## src/rtl/uart_frame_tx.sv

```systemverilog
module uart_frame_tx #(
  parameter int OVERSAMPLE = 16,
  parameter int MAX_BITS   = 8,
  parameter int MIN_BITS   = 5,
  parameter int LEN_W      = 4
) (
  input  logic                clk,
  input  logic                rst_n,
  input  logic                tick16,
  input  logic                wr_en,
  input  logic [MAX_BITS-1:0] wr_data,
  input  logic [LEN_W-1:0]    data_bits,
  input  logic                stop_two,
  input  logic                parity_en,
  input  logic                parity_odd,
  output logic                busy,
  output logic                txd
);
  localparam int CW = $clog2(OVERSAMPLE);

  typedef enum logic [2:0] {S_IDLE, S_START, S_DATA, S_PAR, S_STOP} st_t;

  st_t                 st;
  logic                tick_q;
  logic [CW-1:0]       tcnt;
  logic [MAX_BITS-1:0] sh;
  logic [LEN_W-1:0]    len_q, bcnt, len_sel;
  logic                par_q, two_q, pen_q;
  logic [MAX_BITS-1:0] masked;
  logic                par_calc;

  wire tick_pulse = tick16 & ~tick_q;
  wire bit_end    = tick_pulse && (tcnt == CW'(OVERSAMPLE - 1));
  wire accept     = (st == S_IDLE) && wr_en;

  assign busy = (st != S_IDLE);

  always_comb begin
    if (data_bits < LEN_W'(MIN_BITS))      len_sel = LEN_W'(MIN_BITS);
    else if (data_bits > LEN_W'(MAX_BITS)) len_sel = LEN_W'(MAX_BITS);
    else                                   len_sel = data_bits;
    for (int i = 0; i < MAX_BITS; i++)
      masked[i] = wr_data[i] && (LEN_W'(i) < len_sel);
    par_calc = (^masked) ^ parity_odd;
  end

  always_ff @(posedge clk or negedge rst_n) begin
    if (!rst_n) tick_q <= 1'b0;
    else        tick_q <= tick16;
  end

  always_ff @(posedge clk or negedge rst_n) begin
    if (!rst_n) begin
      st    <= S_IDLE;
      txd   <= 1'b1;
      tcnt  <= '0;
      sh    <= '0;
      len_q <= LEN_W'(MAX_BITS);
      bcnt  <= '0;
      par_q <= 1'b0;
      two_q <= 1'b0;
      pen_q <= 1'b0;
    end else begin
      if (accept || bit_end)  tcnt <= '0;
      else if (tick_pulse)    tcnt <= tcnt + CW'(1);
      case (st)
        S_IDLE: if (wr_en) begin
          st    <= S_START;
          txd   <= 1'b0;
          sh    <= wr_data;
          len_q <= len_sel;
          par_q <= par_calc;
          two_q <= stop_two;
          pen_q <= parity_en;
          bcnt  <= '0;
        end
        S_START: if (bit_end) begin
          st   <= S_DATA;
          txd  <= sh[0];
          sh   <= sh >> 1;
          bcnt <= '0;
        end
        S_DATA: if (bit_end) begin
          if (bcnt == len_q - LEN_W'(1)) begin
            bcnt <= '0;
            if (pen_q) begin
              st  <= S_PAR;
              txd <= par_q;
            end else begin
              st  <= S_STOP;
              txd <= 1'b1;
            end
          end else begin
            bcnt <= bcnt + LEN_W'(1);
            txd  <= sh[0];
            sh   <= sh >> 1;
          end
        end
        S_PAR: if (bit_end) begin
          st   <= S_STOP;
          txd  <= 1'b1;
          bcnt <= '0;
        end
        S_STOP: if (bit_end) begin
          if (two_q && bcnt == '0) bcnt <= LEN_W'(1);
          else                     st   <= S_IDLE;
          txd <= 1'b1;
        end
        default: begin
          st  <= S_IDLE;
          txd <= 1'b1;
        end
      endcase
    end
  end

  // an accepted request puts the start bit on the line
  p_start_low_r2: assert property (@(posedge clk) disable iff (!rst_n)
    accept |=> (busy && !txd));

  // the line is high whenever no frame is in flight
  p_idle_high_r8: assert property (@(posedge clk) disable iff (!rst_n)
    !busy |-> txd);

  // stop slots always drive 1
  p_stop_high_r6: assert property (@(posedge clk) disable iff (!rst_n)
    (st == S_STOP) |-> txd);

  // during a frame the line only moves on a completed bit period
  p_hold_bit_r7: assert property (@(posedge clk) disable iff (!rst_n)
    (busy && !bit_end) |=> ($stable(txd) && busy));

  // captured format cannot change while busy
  p_cfg_hold_r9: assert property (@(posedge clk) disable iff (!rst_n)
    busy |=> ($stable(len_q) && $stable(par_q) && $stable(two_q) && $stable(pen_q)));

  // the data-bit counter never passes the captured width
  p_len_range_r3: assert property (@(posedge clk) disable iff (!rst_n)
    (st == S_DATA) |-> (bcnt < len_q));
endmodule

```

## config.mk

```make
export PLATFORM = sky130hd
export DESIGN_NAME = uart_frame_tx
export DESIGN_NICKNAME = d
export VERILOG_FILES = /design/src/rtl/uart_frame_tx.sv
export SDC_FILE = /design/constraint.sdc
export NUM_CORES = 1
export LEC_CHECK = 0
export BUFFER_PORTS_ARGS = -buffer_cell sky130_fd_sc_hd__buf_2
export CORE_ASPECT_RATIO = 0.5
export CORE_MARGIN = 5
export CORE_UTILIZATION = 30
export DETAILED_ROUTE_END_ITERATION = 7
export SETUP_SLACK_MARGIN = 0.15
export SLEW_MARGIN = 20
export SYNTH_ARGS = -nofsm -noshare
export SYNTH_HDL_FRONTEND = slang
export SYNTH_SLANG_ARGS = --single-unit
```

## constraint.sdc

```tcl
create_clock -name clk -period 4.2 [get_ports clk]
set_input_delay 0.84 -clock clk [delete_from_list [all_inputs] [get_ports clk]]
set_output_delay 0.84 -clock clk [all_outputs]
set_load 0.005 [all_outputs]
```

==> results of run 1 <==
[stage by stage]
stage	instance area (µm²)	std cells	setup WS (ns)	utilization, %
finish	1970	257	2.00	35.9
global route	1970	257	1.82	35.9
CTS	1970	257	1.97	35.9
detailed placement	1870	253	1.78	34.0
global placement	1870	253	1.80	34.0
floorplan	1710	166	1.95	-
[final cells by class]
cell class / count / area share (%)
clock buffers: 3 / 3.81
clock inverters: 1 / 1.52
inverters: 4 / 0.762
multi-input cells: 127 / 48.1
flip-flops and latches: 28 / 35.7
well taps: 73 / 4.63
repair buffers: 21 / 5.46
[registers in the layout, indices dropped and copies added, names as in the netlist]
register,flops
sh,8
par_q,1
bcnt,4
tcnt,4
pen_q,1
st,3
two_q,1
tick_q,1
len_q,4
txd,1
[power breakdown]
group | switching, µW | internal, µW | leakage [µW]
registers | 117 | 393 | 0.000348
clock network | 94.5 | 190 | 0.0000511
logic | 266 | 311 | 0.000455
total | 477 | 894 | 0.000854
[cell usage after synthesis (2+ instances only)]
| master | number |
|---|---|
| sky130_fd_sc_hd__o21ai_0 | 5 |
| sky130_fd_sc_hd__a31oi_1 | 2 |
| sky130_fd_sc_hd__a21oi_1 | 6 |
| sky130_fd_sc_hd__clkbuf_1 | 2 |
| sky130_fd_sc_hd__ha_1 | 4 |
| sky130_fd_sc_hd__nand4_1 | 2 |
| sky130_fd_sc_hd__o21bai_1 | 2 |
| sky130_fd_sc_hd__mux2_2 | 19 |
| sky130_fd_sc_hd__nand3_1 | 4 |
| sky130_fd_sc_hd__dfrtp_1 | 26 |
| sky130_fd_sc_hd__buf_2 | 4 |
| sky130_fd_sc_hd__xnor2_1 | 12 |
| sky130_fd_sc_hd__nor3_1 | 3 |
| sky130_fd_sc_hd__nand2_1 | 17 |
| sky130_fd_sc_hd__a22oi_1 | 2 |
| sky130_fd_sc_hd__or2_1 | 2 |
| sky130_fd_sc_hd__xor2_1 | 2 |
| sky130_fd_sc_hd__or3_1 | 2 |
| sky130_fd_sc_hd__nor2b_1 | 4 |
| sky130_fd_sc_hd__inv_1 | 4 |
| sky130_fd_sc_hd__o211ai_2 | 2 |
| sky130_fd_sc_hd__nand2b_1 | 4 |
| sky130_fd_sc_hd__nor2_1 | 10 |
| sky130_fd_sc_hd__o211ai_1 | 2 |
| sky130_fd_sc_hd__dfstp_2 | 2 |
[worst register-to-register path, stage by stage (launching register included)]
cell	delay (ns)
sky130_fd_sc_hd__dfrtp_1	0.38
sky130_fd_sc_hd__inv_1	0.07
sky130_fd_sc_hd__ha_1	0.19
sky130_fd_sc_hd__xnor3_1	0.36
sky130_fd_sc_hd__nand3_1	0.09
sky130_fd_sc_hd__o21ai_1	0.48
sky130_fd_sc_hd__nand2_1	0.20
sky130_fd_sc_hd__mux2_2	0.31
[worst max-delay path by stage]
stage / from / endpoint / slack (ns)
after floorplan: tick16 / sh[0]$_DFFE_PN0P_ / 1.95
after global placement: tick16 / sh[5]$_DFFE_PN0P_ / 1.80
after detailed placement: tick16 / sh[6]$_DFFE_PN0P_ / 1.78
after CTS: len_q[0]$_DFFE_PN0P_ / st[2]$_DFFE_PN0P_ / 1.97
after global routing: len_q[0]$_DFFE_PN0P_ / st[0]$_DFFE_PN0P_ / 1.82
final: len_q[0]$_DFFE_PN0P_ / st[2]$_DFFE_PN0P_ / 2.00
[cell families after synthesis]
logic type	after synthesis	share of synthesized area, %
xor gates and xnor gates	15	8.51
AOI/OAI and AO/OA	30	12.8
buffers and inverters	11	3.15
muxes	19	12.5
and+or+nand+nor	59	18.8
adders and majority gates	4	2.93
DFF	28	41.2
[per-layer routing]
metal  global-route usage (%)  vias up
met5                        0        -
met4                     2.15        0
met3                     2.10        4
met2                     13.9       23
met1                     13.2      596
li1                         -      616
==> metrics.log, run 1 <==
INFO  metric synth_seq_area_share = between 40% and 50%
INFO  metric fp.coreArea = between 5000 and 6000 µm²
INFO  metric crit_slowest_cell = sky130_fd_sc_hd__o21ai_1
INFO  metric worst_slew_pin_slew = roughly 0.63 ns
INFO  metric via_per_inst = 4.82
INFO  metric netlist.area_leader.share = around two fifths
INFO  metric synth_edf_count = 0
INFO  metric fin_setup_tns = 0 ns
INFO  metric grt_pass1_wl = about 5.5 mm
INFO  metric cts.sink_count = 28
INFO  metric die_height = 63.3 µm
INFO  metric synthesis.yosys.warnings = 0
INFO  metric rsz0062_at_grt = false
INFO  metric cts-htree-levels = 1
INFO  metric m1WireLength = between 1.5 and 2 mm
INFO  metric synth_async_sr_flop_share = 100%
INFO  metric hold-worst-slack = 0.467 ns
INFO  metric initial_core_util = 31.1%
INFO  metric maxClockFrequency = about 450 MHz
INFO  metric holdPathEnd = len_q[3]$_DFFE_PN1P_
INFO  metric cpPeakStageDelay = 0.48 ns
INFO  metric min_from = len_q[3]$_DFFE_PN1P_
INFO  metric hold_critical_path_depth = 2
INFO  metric wl_per_cell = 12.3 µm
INFO  metric number_of_buffer_and_inverter_instances_along_the_worst_setup_path = 1
INFO  metric finalCritPeriodShare = a little over half
INFO  metric synthTopCellsByArea = sky130_fd_sc_hd__dfrtp_1, sky130_fd_sc_hd__mux2_2, sky130_fd_sc_hd__xnor2_1
INFO  metric synth.net_count = between 150 and 200
INFO  metric drive_gt1_share = 29.9%
INFO  metric area_occupied_by_multi_input_gates = 948 µm²
INFO  metric worst_setup_path_end_kind = flip-flop
INFO  metric r2r_start = len_q[0]$_DFFE_PN0P_
INFO  metric drt_first_pass_iters = 4
INFO  metric synthesized_flop_and_latch_total = 28
INFO  metric timing_worst_setup_path_type = flip-flop to flip-flop
INFO  metric period_needed = roughly 2.2 ns
INFO  metric worstHoldPathType = flip-flop to flip-flop
INFO  metric final.setup_skew = between 0.0015 and 0.002 ns
INFO  metric outcome = completed
INFO  metric post-route-drc-count = 0
INFO  metric synth_area = roughly 1700 µm²
INFO  metric postSynth.topFlopCell = sky130_fd_sc_hd__dfrtp_1
INFO  metric power_density = just under 700 nW/µm²
INFO  metric minimum_setup_slack_among_reg_to_reg_paths = between 1.5 and 2 ns
INFO  metric synth_cell_types = 47
INFO  metric ff_latch_area = between 700 and 800 µm²
INFO  metric most-common-layout-cells = sky130_fd_sc_hd__dfrtp_1, sky130_fd_sc_hd__buf_2, sky130_fd_sc_hd__mux2_2
INFO  metric routed_wl = approximately 3.2 mm
INFO  metric worst_skew_pair.late_latency = approximately 0.26 ns
INFO  metric cp_delay_by_family_top = compound AO/OA/AOI/OAI gates
INFO  metric reg2reg_to = st[2]$_DFFE_PN0P_
INFO  metric timing.slew.headroom = 58.2%
INFO  metric post_cts_resized = 0
INFO  metric cts_tree = yes
INFO  metric crit_chain = inv_1, ha_1, xnor3_1, nand3_1, o21ai_1, nand2_1, mux2_2
INFO  metric pin_count_of_the_biggest_net_entering_global_routing = 29
INFO  metric worstSetupPathDepth = 7
INFO  metric place.port_buffers = 20
INFO  metric num_rows = 19
INFO  metric grtUsageTotal = under 10%
INFO  metric finalHoldViolations = 0
INFO  metric number_of_cts_inserted_buffers = 3
INFO  metric maximum_net_fanout_on_the_critical_path = 7
INFO  metric total_via_count_after_detailed_routing = about 1200
INFO  metric dpl.hpwl = ~2.4 mm
INFO  metric max-vdd-ir-drop = roughly 230 µV
INFO  metric setup_viol = 0
INFO  metric drt_iter0_markers = 39
INFO  metric critPathLaunchType = flip-flop
INFO  metric area_of_the_die = roughly 7400 µm²
INFO  metric antenna_found_initial = 0
INFO  metric gp_routability_congestion = roughly 0.76
INFO  metric areaGrowthSynthToFinish = 15.6%
INFO  metric static-leakage-power = approximately 0.00085 µW
INFO  metric die_w = around 120 µm
INFO  metric synthCells = between 150 and 200
INFO  metric max_cap_viol_count = 0
INFO  metric antenna_cells_inserted = 0
INFO  metric root_buffer = sky130_fd_sc_hd__clkbuf_16
INFO  metric ant_nets = 0
INFO  metric cp_data_required_time = about 4.4 ns
INFO  metric worstPathArrival = 2.35 ns
INFO  metric hold_bufs_inserted_after_cts = 0
INFO  metric met3WireLength = ~120 µm
INFO  metric wl_met2 = 1.42 mm
INFO  metric final.fill_count = about 560
INFO  metric setup_repair_bufs_after_cts = 0
INFO  metric mostFrequentLayoutCell = sky130_fd_sc_hd__dfrtp_1
INFO  metric r2r_cells = 7
INFO  metric number_of_global_route_vias_before_repair = 1167
INFO  metric timing_max_transition_violations_final = 0
INFO  metric syn_area_per_cell = between 10 and 15 µm²
INFO  metric final_net_count = 208
INFO  metric number_of_top_level_pins = 21
INFO  metric total_power = about 1400 µW
INFO  metric post-synth-top-area-cell = sky130_fd_sc_hd__dfrtp_1
INFO  metric clk_path_buf_depth = 2
INFO  metric clk_pin_slew_worst_paths = ~0.070 ns
INFO  metric top_layer_used = met4
INFO  metric globalRoute.totalOverflow = 0
No activity file was read; power rests on OpenSTA's default activity.
==> run 2: changes to the inputs <==
clock period = 1.94 ns   (was 4.2 ns; I/O delays follow)
==> run 2 against run 1 <==
Net effect: the flow now finishes with violations (negative setup slack); hold slack got worse by 0.32 ns; critical path depth grew 1; register-to-register slack lost 2.0 ns; sequential cell count unchanged; total power rose to 2.8 times the previous value; clock power up 120%; combinational power grew to 3.8 times the previous value; sequential power is 110% higher; count of clock-buffer cells in the layout stayed put; critical path type unchanged; critical endpoint is now sh[7]$_DFFE_PN0P_; largest power group unchanged.
==> metrics.log, run 2 (synthesis gave the netlist of run 1 again) <==
INFO  metric worstPathArrival = 2.09 ns (was 2.35 ns)
INFO  metric outcome = finished with violations (was completed)
INFO  metric finalHoldViolations = 0 (unchanged)
INFO  metric setup_viol = 1 (was 0)
INFO  metric dpl.hpwl = 2.67 mm (was 2.43 mm)
INFO  metric total_switching_power = 1350 µW (was 477 µW)
INFO  metric max_cap_viol_count = 0 (unchanged)
INFO  metric number_of_cts_inserted_buffers = 3 (unchanged)
INFO  metric combPwrFrac = 56.1% (was 42.1%)
INFO  metric die_w = 117 µm (unchanged)
INFO  metric grtUsageTotal = 11.2% (was 9.16%)
INFO  metric worst_slew_pin_slew = 0.653 ns (was 0.627 ns)
INFO  metric crit_slowest_cell = sky130_fd_sc_hd__dfrtp_1 (was sky130_fd_sc_hd__o21ai_1)
INFO  metric r2r_start = len_q[0]$_DFFE_PN0P_ (unchanged)
INFO  metric number_of_buffer_and_inverter_instances_along_the_worst_setup_path = 3 (was 1)
INFO  metric pin_count_of_the_biggest_net_entering_global_routing = 29 (unchanged)
INFO  metric number_of_top_level_pins = 21 (unchanged)
INFO  metric max-vdd-ir-drop = 542 µV (was 231 µV)
INFO  metric r2r_cells = 8 (was 7)
INFO  metric timing.slew.headroom = 56.5% (was 58.2%)
INFO  metric drt_iter0_markers = 56 (was 39)
INFO  metric reg2reg_to = sh[7]$_DFFE_PN0P_ (was st[2]$_DFFE_PN0P_)
INFO  metric worst_skew_pair.late_latency = 0.26 ns (about the same)
INFO  metric globalRoute.totalOverflow = 0 (unchanged)
INFO  metric hold_bufs_inserted_after_cts = 0 (unchanged)
INFO  metric areaGrowthSynthToFinish = 41.5% (was 15.6%)
INFO  metric period_needed = 1.94 ns (was 2.20 ns)
INFO  metric setup_slack = -0.00177 ns (was 2.00 ns)
INFO  metric number_of_global_route_vias_before_repair = 1416 (was 1167)
INFO  metric antenna_cells_inserted = 0 (unchanged)
INFO  metric cts-htree-levels = 1 (unchanged)
INFO  metric total_power = 3890 µW (was 1370 µW)
INFO  metric gp_routability_congestion = 0.801 (was 0.763)
INFO  metric drive_gt1_share = 52.5% (was 29.9%)
INFO  metric place.port_buffers = 20 (unchanged)
INFO  metric post-route-drc-count = 0 (unchanged)
INFO  metric maximum_net_fanout_on_the_critical_path = 8 (was 7)
INFO  metric finalNonFillerCells = 290 (was 257)
INFO  metric initial_core_util = 31.1% (unchanged)
INFO  metric root_buffer = sky130_fd_sc_hd__clkbuf_16 (unchanged)
INFO  metric failed_checks = negative setup slack
INFO  metric static-leakage-power = 0.00108 µW (was 0.000854 µW)
INFO  metric mostFrequentLayoutCell = sky130_fd_sc_hd__buf_4 (was sky130_fd_sc_hd__dfrtp_1)
INFO  metric cp_delay_by_family_top = simple AND/OR/NAND/NOR gates (was compound AO/OA/AOI/OAI gates)
INFO  metric pwr-share-clk = 15.9% (was 20.7%)
INFO  metric power_density = 1610 nW/µm² (was 696 nW/µm²)
INFO  metric finalCritPeriodShare = 100% (was 52.4%)
INFO  metric drt_first_pass_iters = 4 (unchanged)
INFO  metric ant_nets = 0 (unchanged)
INFO  metric rsz0062_at_grt = true (was false)
INFO  metric timing.critical_path.from = len_q[0]$_DFFE_PN0P_ (unchanged)
INFO  metric cts_tree = yes (unchanged)
INFO  metric critPathLaunchType = flip-flop (unchanged)
INFO  metric cpPeakStageDelay = 0.39 ns (was 0.48 ns)
INFO  metric fp.coreArea = 5490 µm² (unchanged)
INFO  metric total_via_count_after_detailed_routing = 1400 (was 1239)
INFO  metric final.setup_skew = 0.00400 ns (was 0.00193 ns)
INFO  metric via_per_inst = 4.83 (was 4.82)
INFO  metric clk_path_buf_depth = 2 (unchanged)
INFO  metric crit_chain = buf_4, buf_6, nor3_4, xnor2_2, or2_4, o21ai_4, buf_12, mux2_4 (was inv_1, ha_1, xnor3_1, nand3_1, o21ai_1, nand2_1, mux2_2)
INFO  metric timing_max_transition_violations_final = 0 (unchanged)
INFO  metric antenna_found_initial = 0 (unchanged)
INFO  metric p_sw_share = 34.5% (was 34.8%)
INFO  metric dp.cells = 270 (was 253)
INFO  metric cp_data_required_time = 2.09 ns (was 4.35 ns)
INFO  metric minimum_setup_slack_among_reg_to_reg_paths = -0.002 ns (was 2.00 ns)
INFO  metric power_report.internal_total = 2550 µW (was 894 µW)
INFO  metric maxClockFrequency = 515 MHz (was 454 MHz)
INFO  metric most-common-layout-cells = sky130_fd_sc_hd__buf_4, sky130_fd_sc_hd__dfrtp_1, sky130_fd_sc_hd__buf_2 (was sky130_fd_sc_hd__dfrtp_1, sky130_fd_sc_hd__buf_2, sky130_fd_sc_hd__mux2_2)
INFO  metric final_net_count = 241 (was 208)
INFO  metric timing_worst_setup_path_type = flip-flop to flip-flop (unchanged)
INFO  metric clk_pin_slew_worst_paths = 0.07 ns (about the same)
INFO  metric cts.sink_count = 28 (unchanged)
INFO  metric power_frac_seq = 28.1% (was 37.2%)
INFO  metric die_height = 63.3 µm (unchanged)
INFO  metric worstSetupPathDepth = 8 (was 7)
INFO  metric worst_setup_path_end_kind = flip-flop (unchanged)
INFO  metric area_of_the_die = 7380 µm² (unchanged)
INFO  metric worstHoldPathType = input port to asynchronous set/reset pin (was flip-flop to flip-flop)
INFO  metric num_rows = 19 (unchanged)
INFO  metric routed_wl = 3.96 mm (was 3.16 mm)
INFO  metric grt_pass1_wl = 6.64 mm (was 5.53 mm)
INFO  metric largest_register = sh (unchanged)
INFO  metric wl_per_cell = 13.6 µm (was 12.3 µm)
INFO  metric largest_register_ffs = 8 (unchanged)
==> run 2: cell types whose count changed in the layout (fill, tap and decap cells not counted), sizes merged <==
cell,delta
buf,+33
==> run 2: per-stage QoR <==
stage	area, µm²	setup slack [ns]	utilization, %	hold WS [ns]	TNS [ns]
CTS	2230	-0.00140	40.7	0.165	-0.00140
floorplan	1720	-0.00893	-	0.0924	-0.0625
global route	2410	-0.0819	43.9	0.209	-0.679
detailed placement	2010	-0.114	36.5	0.451	-1.01
global placement	2010	-0.0518	36.5	0.445	-0.433
finish	2410	-0.00177	43.9	0.144	-0.00177
==> run 2: power groups by stage <==
stage	combinational [µW]	clock (µW)	sequential (µW)
final	2180	617	1090
after global routing	2400	656	1130
after CTS	1760	632	1080
after detailed placement	1520	0	1080
after global placement	1490	0	1070
after floorplan	1160	0	1000
==> run 2: area by class of cell <==
cell class	instances	area [µm²]
fill	502	3080
multi-input combinational	127	1100
sequential	28	709
timing repair buffer	54	390
tap	73	91.3
clock buffer	3	75.1
clock inverter	1	30.0
inverter	4	15.0
==> run 2: repair_timing <==
action,4_1_cts,5_1_grt
gates resized for setup,22,22
setup buffers,5,11
pin swaps,6,13
setup endpoints to repair,16,15
==> run 2: how the worst max path moves through the flow <==
| stage | end | slack [ns] |
|---|---|---|
| 2_1_floorplan | sh[0]$_DFFE_PN0P_ | -0.009 |
| 3_3_place_gp | sh[4]$_DFFE_PN0P_ | -0.05 |
| 3_5_place_dp | sh[7]$_DFFE_PN0P_ | -0.11 |
| 4_1_cts | sh[7]$_DFFE_PN0P_ | -0.001 |
| 5_1_grt | sh[6]$_DFFE_PN0P_ | -0.08 |
| 6_report | sh[7]$_DFFE_PN0P_ | -0.002 |
==> run 2: routing by layer <==
metal | wire [µm] | up-vias | GRT usage, %
li1 | - | 682 | -
met1 | 1830 | 709 | 14.7
met2 | 2040 | 5 | 18.9
met3 | 44 | 4 | 2.29
met4 | 36 | 0 | 2.58
met5 | 0 | - | 0
==> run 2: worst reg2reg max path: cells and delay by family, from the launching register on <==
family	cells	cell delay, ns
buf+inv	3	0.42
xor+xnor	1	0.11
compound gates	1	0.15
mux	1	0.30
flops	1	0.39
simple gates	2	0.47
